### config.mk
export PLATFORM = sky130hd
export DESIGN_NAME = cfg_xlate
export DESIGN_NICKNAME = d
export VERILOG_FILES = /design/src/rtl/cfgx_pkg.sv /design/src/rtl/cfgx_addr_gen.sv /design/src/rtl/cfgx_lane.sv /design/src/rtl/cfg_xlate.sv
export SDC_FILE = /design/constraint.sdc
export NUM_CORES = 1
export LEC_CHECK = 0
export ABC_AREA = 1
export BUFFER_PORTS_ARGS = -buffer_cell sky130_fd_sc_hd__buf_2
export CAP_MARGIN = 0
export CORE_UTILIZATION = 35
export CTS_CLUSTER_SIZE = 12
export DETAILED_ROUTE_END_ITERATION = 7
export PLACE_DENSITY_LB_ADDON = 0.3
export SLEW_MARGIN = 30
export SYNTH_ARGS = -nofsm -noshare
export SYNTH_HDL_FRONTEND = slang
export SYNTH_SLANG_ARGS = --single-unit
### constraint.sdc
create_clock -name clk -period 2.3 [get_ports clk]
set_input_delay 0.345 -clock clk [delete_from_list [all_inputs] [get_ports clk]]
set_output_delay 0.345 -clock clk [all_outputs]
set_load 0.02 [all_outputs]
### src/rtl/cfgx_pkg.sv
package cfgx_pkg;
  localparam int DW = 32;

  typedef enum logic [1:0] {
    ST_IDLE = 2'd0,
    ST_RD   = 2'd1,
    ST_WR   = 2'd2,
    ST_RSP  = 2'd3
  } cfgx_st_e;
endpackage

### src/rtl/cfgx_addr_gen.sv
module cfgx_addr_gen #(
  parameter int          BUS_W    = 8,
  parameter int          DEV_W    = 5,
  parameter int          FN_W     = 3,
  parameter int          OFF_W    = 8,
  parameter int          SZ_W     = 3,
  parameter int          SLOTS    = 16,
  parameter logic [31:0] CFG_BASE = 32'h0C00_0000,
  parameter logic [31:0] WIN_MASK = 32'hFC00_0000,
  parameter logic [31:0] SEL_T0   = 32'h0000_0002,
  parameter logic [31:0] SEL_T1   = 32'h0000_0003
) (
  input  logic [BUS_W-1:0] bus,
  input  logic [DEV_W-1:0] dev,
  input  logic [FN_W-1:0]  fn,
  input  logic [OFF_W-1:0] off,
  input  logic [SZ_W-1:0]  size,
  input  logic             card_mode,
  output logic             rej,
  output logic [31:0]      addr,
  output logic [31:0]      win
);
  localparam int SH_W = 7;

  logic        type0;
  logic        size_ok;
  logic        dev_ok;
  logic [31:0] slot_oh;
  logic [31:0] off_al;

  always_comb begin
    type0   = (bus == '0);
    size_ok = (size == SZ_W'(1)) || (size == SZ_W'(2)) || (size == SZ_W'(4));
    dev_ok  = card_mode ? (dev == '0) : 1'b1;
    if (type0 && (int'(dev) >= SLOTS)) dev_ok = 1'b0;
    rej     = !size_ok || !dev_ok;
    slot_oh = 32'd1 << (SH_W'(dev) + SH_W'(16));
    off_al  = 32'(off) & ~32'd3;
    if (type0) begin
      win  = SEL_T0 | (slot_oh & WIN_MASK);
      addr = CFG_BASE | (slot_oh & ~WIN_MASK) | (32'(fn) << 8) | off_al;
    end else begin
      win  = SEL_T1;
      addr = CFG_BASE | (32'(bus) << 16) | (32'(dev) << 11) | (32'(fn) << 8) | off_al;
    end
  end
endmodule

### src/rtl/cfgx_lane.sv
module cfgx_lane #(
  parameter int SZ_W = 3
) (
  input  logic [31:0]     word,
  input  logic [1:0]      off_lo,
  input  logic [SZ_W-1:0] size,
  input  logic [31:0]     wdata,
  output logic [31:0]     rd_ext,
  output logic [31:0]     wr_merged
);
  localparam int LANES = 4;

  logic [4:0]       sh;
  logic [31:0]      shifted;
  logic [31:0]      ins;
  logic [LANES-1:0] be;

  always_comb begin
    sh      = {off_lo, 3'b000};
    shifted = word >> sh;
    ins     = wdata << sh;
    if (size == SZ_W'(1))      rd_ext = {24'd0, shifted[7:0]};
    else if (size == SZ_W'(2)) rd_ext = {16'd0, shifted[15:0]};
    else                       rd_ext = shifted;
  end

  for (genvar b = 0; b < LANES; b++) begin : g_lane
    always_comb begin
      be[b] = (4'(b) >= {2'b00, off_lo}) && (4'(b) < ({2'b00, off_lo} + 4'(size)));
      if (size == SZ_W'(4))
        wr_merged[8*b +: 8] = wdata[8*b +: 8];
      else
        wr_merged[8*b +: 8] = be[b] ? ins[8*b +: 8] : word[8*b +: 8];
    end
  end
endmodule

### src/rtl/cfg_xlate.sv
module cfg_xlate #(
  parameter int          BUS_W    = 8,
  parameter int          DEV_W    = 5,
  parameter int          FN_W     = 3,
  parameter int          OFF_W    = 8,
  parameter int          SZ_W     = 3,
  parameter int          SLOTS    = 16,
  parameter logic [31:0] CFG_BASE = 32'h0C00_0000,
  parameter logic [31:0] WIN_MASK = 32'hFC00_0000,
  parameter logic [31:0] SEL_T0   = 32'h0000_0002,
  parameter logic [31:0] SEL_T1   = 32'h0000_0003
) (
  input  logic             clk,
  input  logic             rst_n,
  input  logic             card_mode,
  input  logic             req_valid,
  output logic             req_ready,
  input  logic             req_write,
  input  logic [BUS_W-1:0] req_bus,
  input  logic [DEV_W-1:0] req_dev,
  input  logic [FN_W-1:0]  req_func,
  input  logic [OFF_W-1:0] req_off,
  input  logic [SZ_W-1:0]  req_size,
  input  logic [31:0]      req_wdata,
  output logic             rsp_valid,
  input  logic             rsp_ready,
  output logic [31:0]      rsp_data,
  output logic             rsp_err,
  output logic             busy,
  output logic [31:0]      win_reg,
  output logic             bus_req,
  output logic             bus_we,
  output logic [31:0]      bus_addr,
  output logic [31:0]      bus_wdata,
  input  logic             bus_ack,
  input  logic [31:0]      bus_rdata,
  input  logic             bus_err
);
  import cfgx_pkg::*;

  cfgx_st_e        st;
  logic            q_write;
  logic [SZ_W-1:0] q_size;
  logic [1:0]      q_offlo;
  logic [31:0]     q_wdata;
  logic            dec_rej;
  logic [31:0]     dec_addr;
  logic [31:0]     dec_win;
  logic [31:0]     rd_ext;
  logic [31:0]     wr_merged;
  logic            accept;

  cfgx_addr_gen #(
    .BUS_W(BUS_W), .DEV_W(DEV_W), .FN_W(FN_W), .OFF_W(OFF_W), .SZ_W(SZ_W),
    .SLOTS(SLOTS), .CFG_BASE(CFG_BASE), .WIN_MASK(WIN_MASK),
    .SEL_T0(SEL_T0), .SEL_T1(SEL_T1)
  ) u_addr (
    .bus(req_bus), .dev(req_dev), .fn(req_func), .off(req_off), .size(req_size),
    .card_mode(card_mode), .rej(dec_rej), .addr(dec_addr), .win(dec_win)
  );

  cfgx_lane #(.SZ_W(SZ_W)) u_lane (
    .word(bus_rdata), .off_lo(q_offlo), .size(q_size), .wdata(q_wdata),
    .rd_ext(rd_ext), .wr_merged(wr_merged)
  );

  assign req_ready = (st == ST_IDLE);
  assign busy      = (st != ST_IDLE);
  assign rsp_valid = (st == ST_RSP);
  assign bus_req   = (st == ST_RD) || (st == ST_WR);
  assign bus_we    = (st == ST_WR);
  assign accept    = req_valid && req_ready;

  always_ff @(posedge clk) begin
    if (!rst_n) begin
      st        <= ST_IDLE;
      q_write   <= 1'b0;
      q_size    <= '0;
      q_offlo   <= 2'b00;
      q_wdata   <= '0;
      win_reg   <= SEL_T0;
      bus_addr  <= '0;
      bus_wdata <= '0;
      rsp_data  <= '0;
      rsp_err   <= 1'b0;
    end else begin
      case (st)
        ST_IDLE: if (req_valid) begin
          q_write <= req_write;
          q_size  <= req_size;
          q_offlo <= req_off[1:0];
          q_wdata <= req_wdata;
          if (dec_rej) begin
            rsp_err  <= 1'b1;
            rsp_data <= '0;
            st       <= ST_RSP;
          end else begin
            win_reg  <= dec_win;
            bus_addr <= dec_addr;
            st       <= ST_RD;
          end
        end
        ST_RD: if (bus_ack) begin
          if (bus_err) begin
            rsp_err  <= 1'b1;
            rsp_data <= '1;
            st       <= ST_RSP;
          end else if (q_write) begin
            bus_wdata <= wr_merged;
            st        <= ST_WR;
          end else begin
            rsp_err  <= 1'b0;
            rsp_data <= rd_ext;
            st       <= ST_RSP;
          end
        end
        ST_WR: if (bus_ack) begin
          rsp_err  <= bus_err;
          rsp_data <= '0;
          st       <= ST_RSP;
        end
        ST_RSP: if (rsp_ready) st <= ST_IDLE;
        default: st <= ST_IDLE;
      endcase
    end
  end

  AST_REJECT_QUIET: assert property (@(posedge clk) disable iff (!rst_n)
    (accept && dec_rej) |=> (rsp_valid && rsp_err && !bus_req && $stable(win_reg)));
  AST_TYPE0_SEL: assert property (@(posedge clk) disable iff (!rst_n)
    (accept && !dec_rej && req_bus == '0) |=> ((win_reg & ~WIN_MASK) == SEL_T0));
  AST_TYPE1_SEL: assert property (@(posedge clk) disable iff (!rst_n)
    (accept && !dec_rej && req_bus != '0) |=> (win_reg == SEL_T1));
  AST_WIN_STABLE: assert property (@(posedge clk) disable iff (!rst_n)
    (busy && $past(busy)) |-> $stable(win_reg));
  AST_BUS_HOLD: assert property (@(posedge clk) disable iff (!rst_n)
    (bus_req && !bus_ack) |=> (bus_req && $stable(bus_addr)));
  AST_RSP_HOLD: assert property (@(posedge clk) disable iff (!rst_n)
    (rsp_valid && !rsp_ready) |=> (rsp_valid && $stable(rsp_data) && $stable(rsp_err)));
  AST_ERR_ONES: assert property (@(posedge clk) disable iff (!rst_n)
    (st == ST_RD && bus_ack && bus_err) |=> (rsp_valid && rsp_err && rsp_data == 32'hFFFF_FFFF));
  AST_ERR_NO_WRITE: assert property (@(posedge clk) disable iff (!rst_n)
    (st == ST_RD && bus_ack && bus_err) |=> !bus_req);
endmodule

# --- Word-level counts from Yosys, hierarchy flattened ---
# Index checks and enable logic that the tools add are counted.
totals:
  register_bits: 169
  wordCells: 101
classes:
  add_sub_neg: 2
  order_cmp: 8
  n_eq_ne: 15
  shift: 3
  muxes: 36
  bitwise: 7
  reduce_logical: 20
ops:
  columns: ["operator", "n"]
  rows:
  - ["$mux 32", 10]
  - ["$pmux 32 s3", 1]
  - ["$mux 8", 8]
  - ["$or 28x11->28", 2]
  - ["$or 32x8->32", 1]
  - ["$shl 1x7->32 const A", 1]
  - ["$shl 32x5->32", 1]
  - ["$shr 32x5->32", 1]
  - ["$or 28x16->28", 1]
  - ["$or 28x8->28", 1]
  - ["$mux 1", 10]
  - ["$mux 2", 5]
  - ["$logic_not 8->1", 1]
  - ["$lt 1x4->1 const A", 2]
  - ["$lt 2x4->1 const A", 2]
  - ["$pmux 2 s4", 1]
  - ["$reduce_and 4->1", 2]
  - ["$add 5x5->6 const B", 1]
  - ["$eq 3x1->1 const B", 2]
  - ["$eq 3x2->1 const B", 2]
  - ["$eq 3x3->1 const B", 2]
  - ["$ne 2x1->1 const B", 3]
  - ["$reduce_and 6->1", 1]
  - ["$ge 5x5->1 const B", 1]
  - ["other kinds (18)", 29]

# --- Longest topological paths before layout ---
# Gate-level depths: netlist of the first run.
depth:
  depth_word: 8
  mapped_depth: 14
  mapped_depth_nobuf: 13

# --- Hierarchy ---
# A second synthesis of the first run with hierarchy kept.
unflattened:
  cells_unflattened: 1363
  area_unflattened_um2: 8829.7
modules_own_cells:
  columns: ["module", "n_inst", "cells_each", "area_each_um2"]
  rows:
  - ["cfg_xlate", 1, 851, 6368.6]
  - ["cfgx_lane", 1, 385, 1830.5]
  - ["cfgx_addr_gen", 1, 127, 630.6]

# --- Worst setup path before layout of the first run ---
# OpenSTA, ideal clock, no wires.
synth_timing:
  path_type: "reg2reg"
  start: "register q_size[0]"
  end: "register bus_wdata[20]"
  setup_time_ps: 117
  arrival_time_ps: 1812
  t_required_ps: 2183
  slack_ps: 371
  path_stages_with_launch: 14
  period_less_slack_ps: 1929
  cell_sequence: "dfxtp_1 ha_1 fa_1 nand2_1 nand2_2 nor2_4 nand2_2 nand2_4 buf_6 nand2_1 nand2_1 nor2_1 nor2_1 nor2_1"
synth_via:
  elab_chain_cells: 5
synth_lines:
  columns: ["element", "line_no", "text"]
  rows:
  - ["start: declaration", "cfg_xlate.sv:43", "logic [SZ_W-1:0] q_size;"]
  - ["start signal: assignment", "cfg_xlate.sv:90", "q_size <= req_size;"]
  - ["$add 2x3->4", "cfgx_lane.sv:29", "be[b] = (4'(b) >= {2'b00, off_lo}) && (4'(b) < ({2'b00, off_lo} + 4'(size)));"]
  - ["$lt 2x4->1", "cfgx_lane.sv:29", null]
  - ["$logic_and 1x1->1", "cfgx_lane.sv:29", null]
  - ["$mux 8", "cfgx_lane.sv:33", "wr_merged[8*b +: 8] = be[b] ? ins[8*b +: 8] : word[8*b +: 8];"]
  - ["$mux 8 *", "cfgx_lane.sv:30", "if (size == SZ_W'(4))"]
  - ["end signal: assignment", "cfg_xlate.sv:109", "bus_wdata <= wr_merged;"]
  - ["end: declaration", "cfg_xlate.sv:34", "output logic [31:0] bus_wdata,"]
# Every way passes the cells marked *; elsewhere a longest branch is shown, timed or not.
# A chain may end at the register's enable or synchronous reset.

# --- Worst setup path after layout of the first run ---
layout_timing:
  start: "register q_size[0]"
  end: "register bus_wdata[29]"
layout_via:
  elab_chain_cells: 4
layout_lines:
  columns: ["element", "line_no"]
  rows:
  - ["$add 2x3->4", "cfgx_lane.sv:29"]
  - ["$lt 2x4->1", "cfgx_lane.sv:29"]
  - ["$mux 8", "cfgx_lane.sv:33"]
  - ["$mux 8 *", "cfgx_lane.sv:30"]
# Marks and branches as above.

==> results.sh, run 1 <==
export IMPL_run_status="finished clean"
export IMPL_setup_viol=0
export IMPL_core_area_mm2=0.0218
export IMPL_vias_per_cell=4.85
export IMPL_postLayoutCoreUtil_pct=43.7
export IMPL_relSlewSlack_pct=57.8
export IMPL_grt_util_met3_pct=3.89
export IMPL_cts_resized=0
export IMPL_hold_path_depth=3
export IMPL_yosysWarnings=0
export IMPL_tightest_slew_ns=0.631
export IMPL_htree_levels=4
export IMPL_synth_cells=1205
export IMPL_crit_path_end_kind="register"
export IMPL_required_ns=2.63
export IMPL_max_freq_mhz=468
export IMPL_cts_hold_buffers=0
export IMPL_rsz0062_at_grt="false"
export IMPL_grt_pass1_vias=7419
export IMPL_finalHoldViolCount=0
export IMPL_grt_use_total_pct=22.4
export IMPL_antenna_left=0
export IMPL_drt_wl_total_mm=25.4
export IMPL_die_x_um=151
export IMPL_nets=1485
export IMPL_min_delay_start="req_wdata[29]"
export IMPL_power_density_mw_per_mm2=1160
export IMPL_clock_latency_ns=0.43
export IMPL_seq_area_mm2=0.00278
export IMPL_leakagePower_nw=4.71
export IMPL_min_to="q_wdata[29]$_SDFFE_PN0P_"
export IMPL_syn_to_final_growth_pct=22.4
export IMPL_place_area_mm2=0.00890
export IMPL_clkSinkCount=139
export IMPL_die_h_um=151
export IMPL_wire_per_inst_um=15.2
export IMPL_die_area_mm2=0.0229
export IMPL_top_usage_layer="met2"
export IMPL_dp_cells=1640
export IMPL_cts_tree="built"
export IMPL_final_cells=1674
export IMPL_ios=233
export IMPL_drt_iter0_markers=579
export IMPL_post_route_min_period_ns=2.14
export IMPL_reg2reg_depth=12
export IMPL_fp_row_count=54
export IMPL_ys_ff_latch=139
export IMPL_crit_slowest_cell="fa_1"
export IMPL_yosys_cell_types_count=39
export IMPL_drive_above_1_share_pct=23.0
export IMPL_dr_pass1_iters=5
export IMPL_drcViolationCount=0
export IMPL_cts_buffer_depth=2
export IMPL_critPathArrivalTime_ns=2.47
export IMPL_setup_tns_ns=0
export IMPL_multi_input_area_mm2=0.00413
export IMPL_cts_buffers=17
export IMPL_nFillCells=2384
export IMPL_final_common_cell="nand2_1"
export IMPL_use_met1_pct=30.9
export IMPL_max_stage_delay_ns=0.38
export IMPL_dp_hpwl_mm=19.1
export IMPL_worstReg2RegStart="q_size[0]$_SDFFE_PN0P_"
export IMPL_ir_drop_uv=427
export IMPL_synth_seq_area_share_pct=35.7
export IMPL_root_buffer="clkbuf_16"
export IMPL_finalMaxSlewViolations=0
export IMPL_finalPower_mw=11.0
export IMPL_initial_core_util_pct=35.7
export IMPL_gr_total_overflow=0
export IMPL_io_buffer_count=203
export IMPL_gp_congestion=0.917
export IMPL_reg_top3="bus_wdata x32, q_wdata x32, rsp_data x32"
export IMPL_timing_rr_end="bus_wdata[29]$_SDFFE_PN0P_"
export IMPL_netlist_area_mm2=0.00779
export IMPL_fin_crit_sh_pct=92.9
export IMPL_post_cts_buffers=0
export IMPL_grt_max_degree=65
export IMPL_vias=8115
export IMPL_path_cells="ha_1 > fa_1 > inv_1 > nand2_1 > nand2_2 > nor2_4 > buf_4 > o21ai_0 > buf_4 > nand3_1 > nand2_1 > inv_1"
export IMPL_crit_type="reg -> reg"
export IMPL_antenna_found_initial=3
export IMPL_start_kind="register"
export IMPL_avgSynthCellArea_um2=6.46
export IMPL_fin_skew_ns=0.0127
export IMPL_met2_usage_pct=34.5
export IMPL_hold_class="in -> reg"
export IMPL_path_clk_slew_ns=0.06
export IMPL_r2r_setup_slack_ns=0.16
export IMPL_max_cap_violations=0
export IMPL_mostFrequentLayoutCells="nand2_1 (307), buf_2 (203), nor2_1 (191), dfxtp_1 (139), nand3_1 (103)"
export IMPL_critical_path_max_fanout=9
export IMPL_grt_pass1_wl_mm=39.1
export IMPL_finalInstanceArea_mm2=0.00953
-- report_power, final --
part	switching, mW	total (mW)	internal, mW	leakage, nW
clock network	1.11	2.94	1.82	0.299
registers	0.313	3.26	2.94	1.14
logic	3.32	4.83	1.51	3.28
-- critical path: cells and delay by family (launching register included) --
family                   cells  cell delay, ns
flip-flops                   1            0.31
AO/OA/AOI/OAI                1            0.36
AND/OR/NAND/NOR              5            0.34
buffers and inverters        4            0.43
adder cells (fa/ha/maj)      2            0.61
-- area by class of cell --
cell class                 instances  area share (%)
multi-input combinational        888            43.3
sequential                       139            29.2
timing repair buffer             229            13.1
clock buffer                      22            5.08
inverter                         104            4.10
tap                              280            3.68
clock inverter                     9            1.43
antenna                            3          0.0788
-- synth_stat cells, drive strengths merged --
cell / instances / area (um2)
o21bai: 4 / 30.0
a31o: 1 / 8.76
o211ai: 9 / 67.6
dfxtp: 139 / 2780
nor2: 199 / 787
o22ai: 9 / 56.3
clkinv: 1 / 3.75
or2: 1 / 6.26
a21o: 1 / 7.51
nand3: 125 / 743
a21oi: 80 / 438
nor3: 10 / 61.3
o21ai: 90 / 454
fa: 1 / 20.0
conb: 2 / 7.51
ha: 6 / 75.1
clkbuf: 31 / 116
inv: 103 / 387
nand4: 3 / 18.8
buf: 70 / 475
nand3b: 1 / 7.51
o211a: 1 / 10.0
nand2: 318 / 1230
-- routing by layer --
| layer | share of wire [%] | vias up |
|---|---|---|
| met1 | 47 | 3660 |
| met3 | 6.3 | 36 |
| met2 | 44 | 292 |
| met4 | 2.4 | 0 |
| li1 | - | 4127 |
| met5 | 0 | - |
-- per-stage QoR --
stage,setup WS [ns],hold WS [ns]
after floorplan,0.371,0.439
after global placement,0.201,0.442
after detailed placement,0.179,0.449
after CTS,0.170,0.153
after global routing,0.0112,0.163
final,0.164,0.166
-- logic make-up after synthesis --
family,after synthesis,share of synthesized area (%)
compound gates,195,13.8
fa+ha+maj,7,1.22
buf+inv,205,12.6
flops,139,35.7
other cells,2,0.0964
simple gates,657,36.6
-- how the worst max path moves through the flow --
stage                                       from                          to  slack [ns]  cells after the start
final                     q_size[0]$_SDFFE_PN0P_  bus_wdata[29]$_SDFFE_PN0P_        0.16                     12
after CTS                 q_size[0]$_SDFFE_PN0P_  bus_wdata[29]$_SDFFE_PN0P_        0.17                     12
after global routing      q_size[0]$_SDFFE_PN0P_  bus_wdata[16]$_SDFFE_PN0P_        0.01                     12
after floorplan           q_size[0]$_SDFFE_PN0P_  bus_wdata[20]$_SDFFE_PN0P_        0.37                     13
after global placement    q_size[0]$_SDFFE_PN0P_  bus_wdata[29]$_SDFFE_PN0P_        0.20                     12
after detailed placement  q_size[0]$_SDFFE_PN0P_  bus_wdata[29]$_SDFFE_PN0P_        0.18                     12
(Power assumes the default switching activity.)
==> run 2: changes to the inputs <==
--- a/config.mk
+++ b/config.mk
@@ -6,11 +6,11 @@
 export NUM_CORES = 1
 export LEC_CHECK = 0
 export ABC_AREA = 1
-export BUFFER_PORTS_ARGS = -buffer_cell sky130_fd_sc_hd__buf_2
-export CAP_MARGIN = 0
-export CORE_UTILIZATION = 35
+export CAP_MARGIN = 5
+export CORE_UTILIZATION = 60
 export CTS_CLUSTER_SIZE = 12
 export DETAILED_ROUTE_END_ITERATION = 7
+export DONT_BUFFER_PORTS = 1
 export PLACE_DENSITY_LB_ADDON = 0.3
 export SLEW_MARGIN = 30
 export SYNTH_ARGS = -nofsm -noshare
==> results.sh, run 2 (synthesis gave the netlist of run 1 again) <==
export IMPL_reg_top3="bus_wdata x32, q_wdata x32, rsp_data x32"
export IMPL_power_density_mw_per_mm2=1240
export IMPL_root_buffer="clkbuf_16"
export IMPL_critPathArrivalTime_ns=2.36
export IMPL_crit_type="reg -> reg"
export IMPL_setup_viol=0
export IMPL_clock_latency_ns=0.43
export IMPL_leakagePower_nw=3.71
export IMPL_grt_pass1_wl_mm=34.1
export IMPL_dr_pass1_iters=6
export IMPL_fin_crit_sh_pct=89.3
export IMPL_antenna_found_initial=0
export IMPL_mostFrequentLayoutCells="nand2_1 (307), nor2_1 (191), dfxtp_1 (139), nand3_1 (103), inv_1 (96)"
export IMPL_tightest_slew_ns=0.615
export IMPL_dp_cells=1322
export IMPL_die_area_mm2=0.0134
export IMPL_clkSinkCount=139
export IMPL_final_common_cell="nand2_1"
export IMPL_critical_path_max_fanout=9
export IMPL_core_area_mm2=0.0126
export IMPL_cpLargestDelayFamily="simple AND/OR/NAND/NOR gates"
export IMPL_grt_use_total_pct=33.2
export IMPL_nets=1276
export IMPL_postLayoutCoreUtil_pct=65.5
export IMPL_finalInstanceArea_mm2=0.00826
export IMPL_num_antenna_cells=0
export IMPL_drive_above_1_share_pct=9.14
export IMPL_antenna_left=0
export IMPL_post_cts_buffers=0
export IMPL_io_buffer_count=0
export IMPL_max_freq_mhz=487
export IMPL_ios=233
export IMPL_crit_slowest_cell="fa_1"
export IMPL_drt_wl_total_mm=22.2
export IMPL_initial_core_util_pct=61.7
export IMPL_dp_hpwl_mm=16.1
export IMPL_htree_levels=4
export IMPL_required_ns=2.61
export IMPL_cts_buffer_depth=2
export IMPL_vias_per_cell=5.47
export IMPL_finalMaxSlewViolations=0
export IMPL_cts_buffers=17
export IMPL_drt_iter0_markers=634
export IMPL_fin_skew_ns=0.00559
export IMPL_final_cells=1353
export IMPL_gr_total_overflow=0
export IMPL_crit_path_end_kind="register"
export IMPL_ir_drop_uv=598
export IMPL_max_stage_delay_ns=0.38
export IMPL_path_cells="ha_1 > fa_1 > nand2_1 > nand2_2 > nor2_4 > nand2_2 > nand2_1 > nand2_1 > nand3_1 > a21oi_1"
export IMPL_hold_class="in -> reg"
export IMPL_fp_row_count=41
export IMPL_drcViolationCount=0
export IMPL_critical_path_buf_inv_count=0
export IMPL_max_cap_violations=0
export IMPL_path_clk_slew_ns=0.06
export IMPL_cts_hold_buffers=0
export IMPL_syn_to_final_growth_pct=6.07
export IMPL_die_h_um=116
export IMPL_relSlewSlack_pct=58.9
export IMPL_die_x_um=116
export IMPL_rsz0062_at_grt="false"
export IMPL_setup_tns_ns=0
export IMPL_run_status="finished clean"
export IMPL_vias=7407
export IMPL_grt_max_degree=95
export IMPL_wire_per_inst_um=16.4
export IMPL_start_kind="register"
export IMPL_gp_congestion=0.944
export IMPL_post_route_min_period_ns=2.05
export IMPL_grt_pass1_vias=6609
export IMPL_place_area_mm2=0.00769
export IMPL_finalHoldViolCount=0
export IMPL_crit_path_frequent_cell="nand2_1"
export IMPL_cts_tree="built"
## run 2: final cells by class
class,instances,area [um2]
clock buffer,23,478
clock inverter,7,91.3
fill,1201,4360
inverter,104,390
multi-input combinational,889,4140
sequential,139,2780
tap,172,215
timing repair buffer,19,168
## run 2: worst register-to-register path, cell delays in order, from the launching register on
cell	delay, ns
dfxtp_1	0.31
ha_1	0.22
fa_1	0.38
nand2_1	0.09
nand2_2	0.08
nor2_4	0.16
nand2_2	0.17
nand2_1	0.28
nand2_1	0.08
nand3_1	0.08
a21oi_1	0.09
## run 2: through the flow
step	setup WS (ns)	power, mW	hold slack (ns)
after floorplan	0.371	6.81	0.439
after global placement	0.223	7.55	0.454
after detailed placement	0.216	7.59	0.468
after CTS	0.183	10.2	0.0446
after global routing	0.0493	11.0	0.0521
final	0.245	10.3	0.0588
## run 2: timing repair
action | 4_1_cts | 5_1_grt
hold endpoints to repair | 0 | 0
gates resized for setup | 0 | 0
setup endpoints to repair | 0 | 1
## run 2: path summary, 6_finish.rpt
path	startpoint	end	slack (ns)	cells past startpoint
hold reg to reg	q_write$_SDFFE_PN0P_	q_write$_SDFFE_PN0P_	0.47	2
hold / removal	req_off[4]	bus_addr[4]$_SDFFE_PN0P_	0.06	2
setup / recovery	q_size[0]$_SDFFE_PN0P_	bus_wdata[10]$_SDFFE_PN0P_	0.25	10
setup reg to reg	q_size[0]$_SDFFE_PN0P_	bus_wdata[10]$_SDFFE_PN0P_	0.25	10
## run 2: power by group
part	internal, mW	switching [mW]	total, mW
Sequential	2.95	0.779	3.73
Clock	1.66	1.00	2.67
Combinational	1.21	2.66	3.87
## run 2: per-layer routing
layer,global-route usage [%],wire length (um),vias to the layer above
met4,12.5,541,0
met1,42.1,9150,3336
met2,51.2,9840,336
met3,12.5,2680,37
li1,-,-,3698
met5,0,0,-
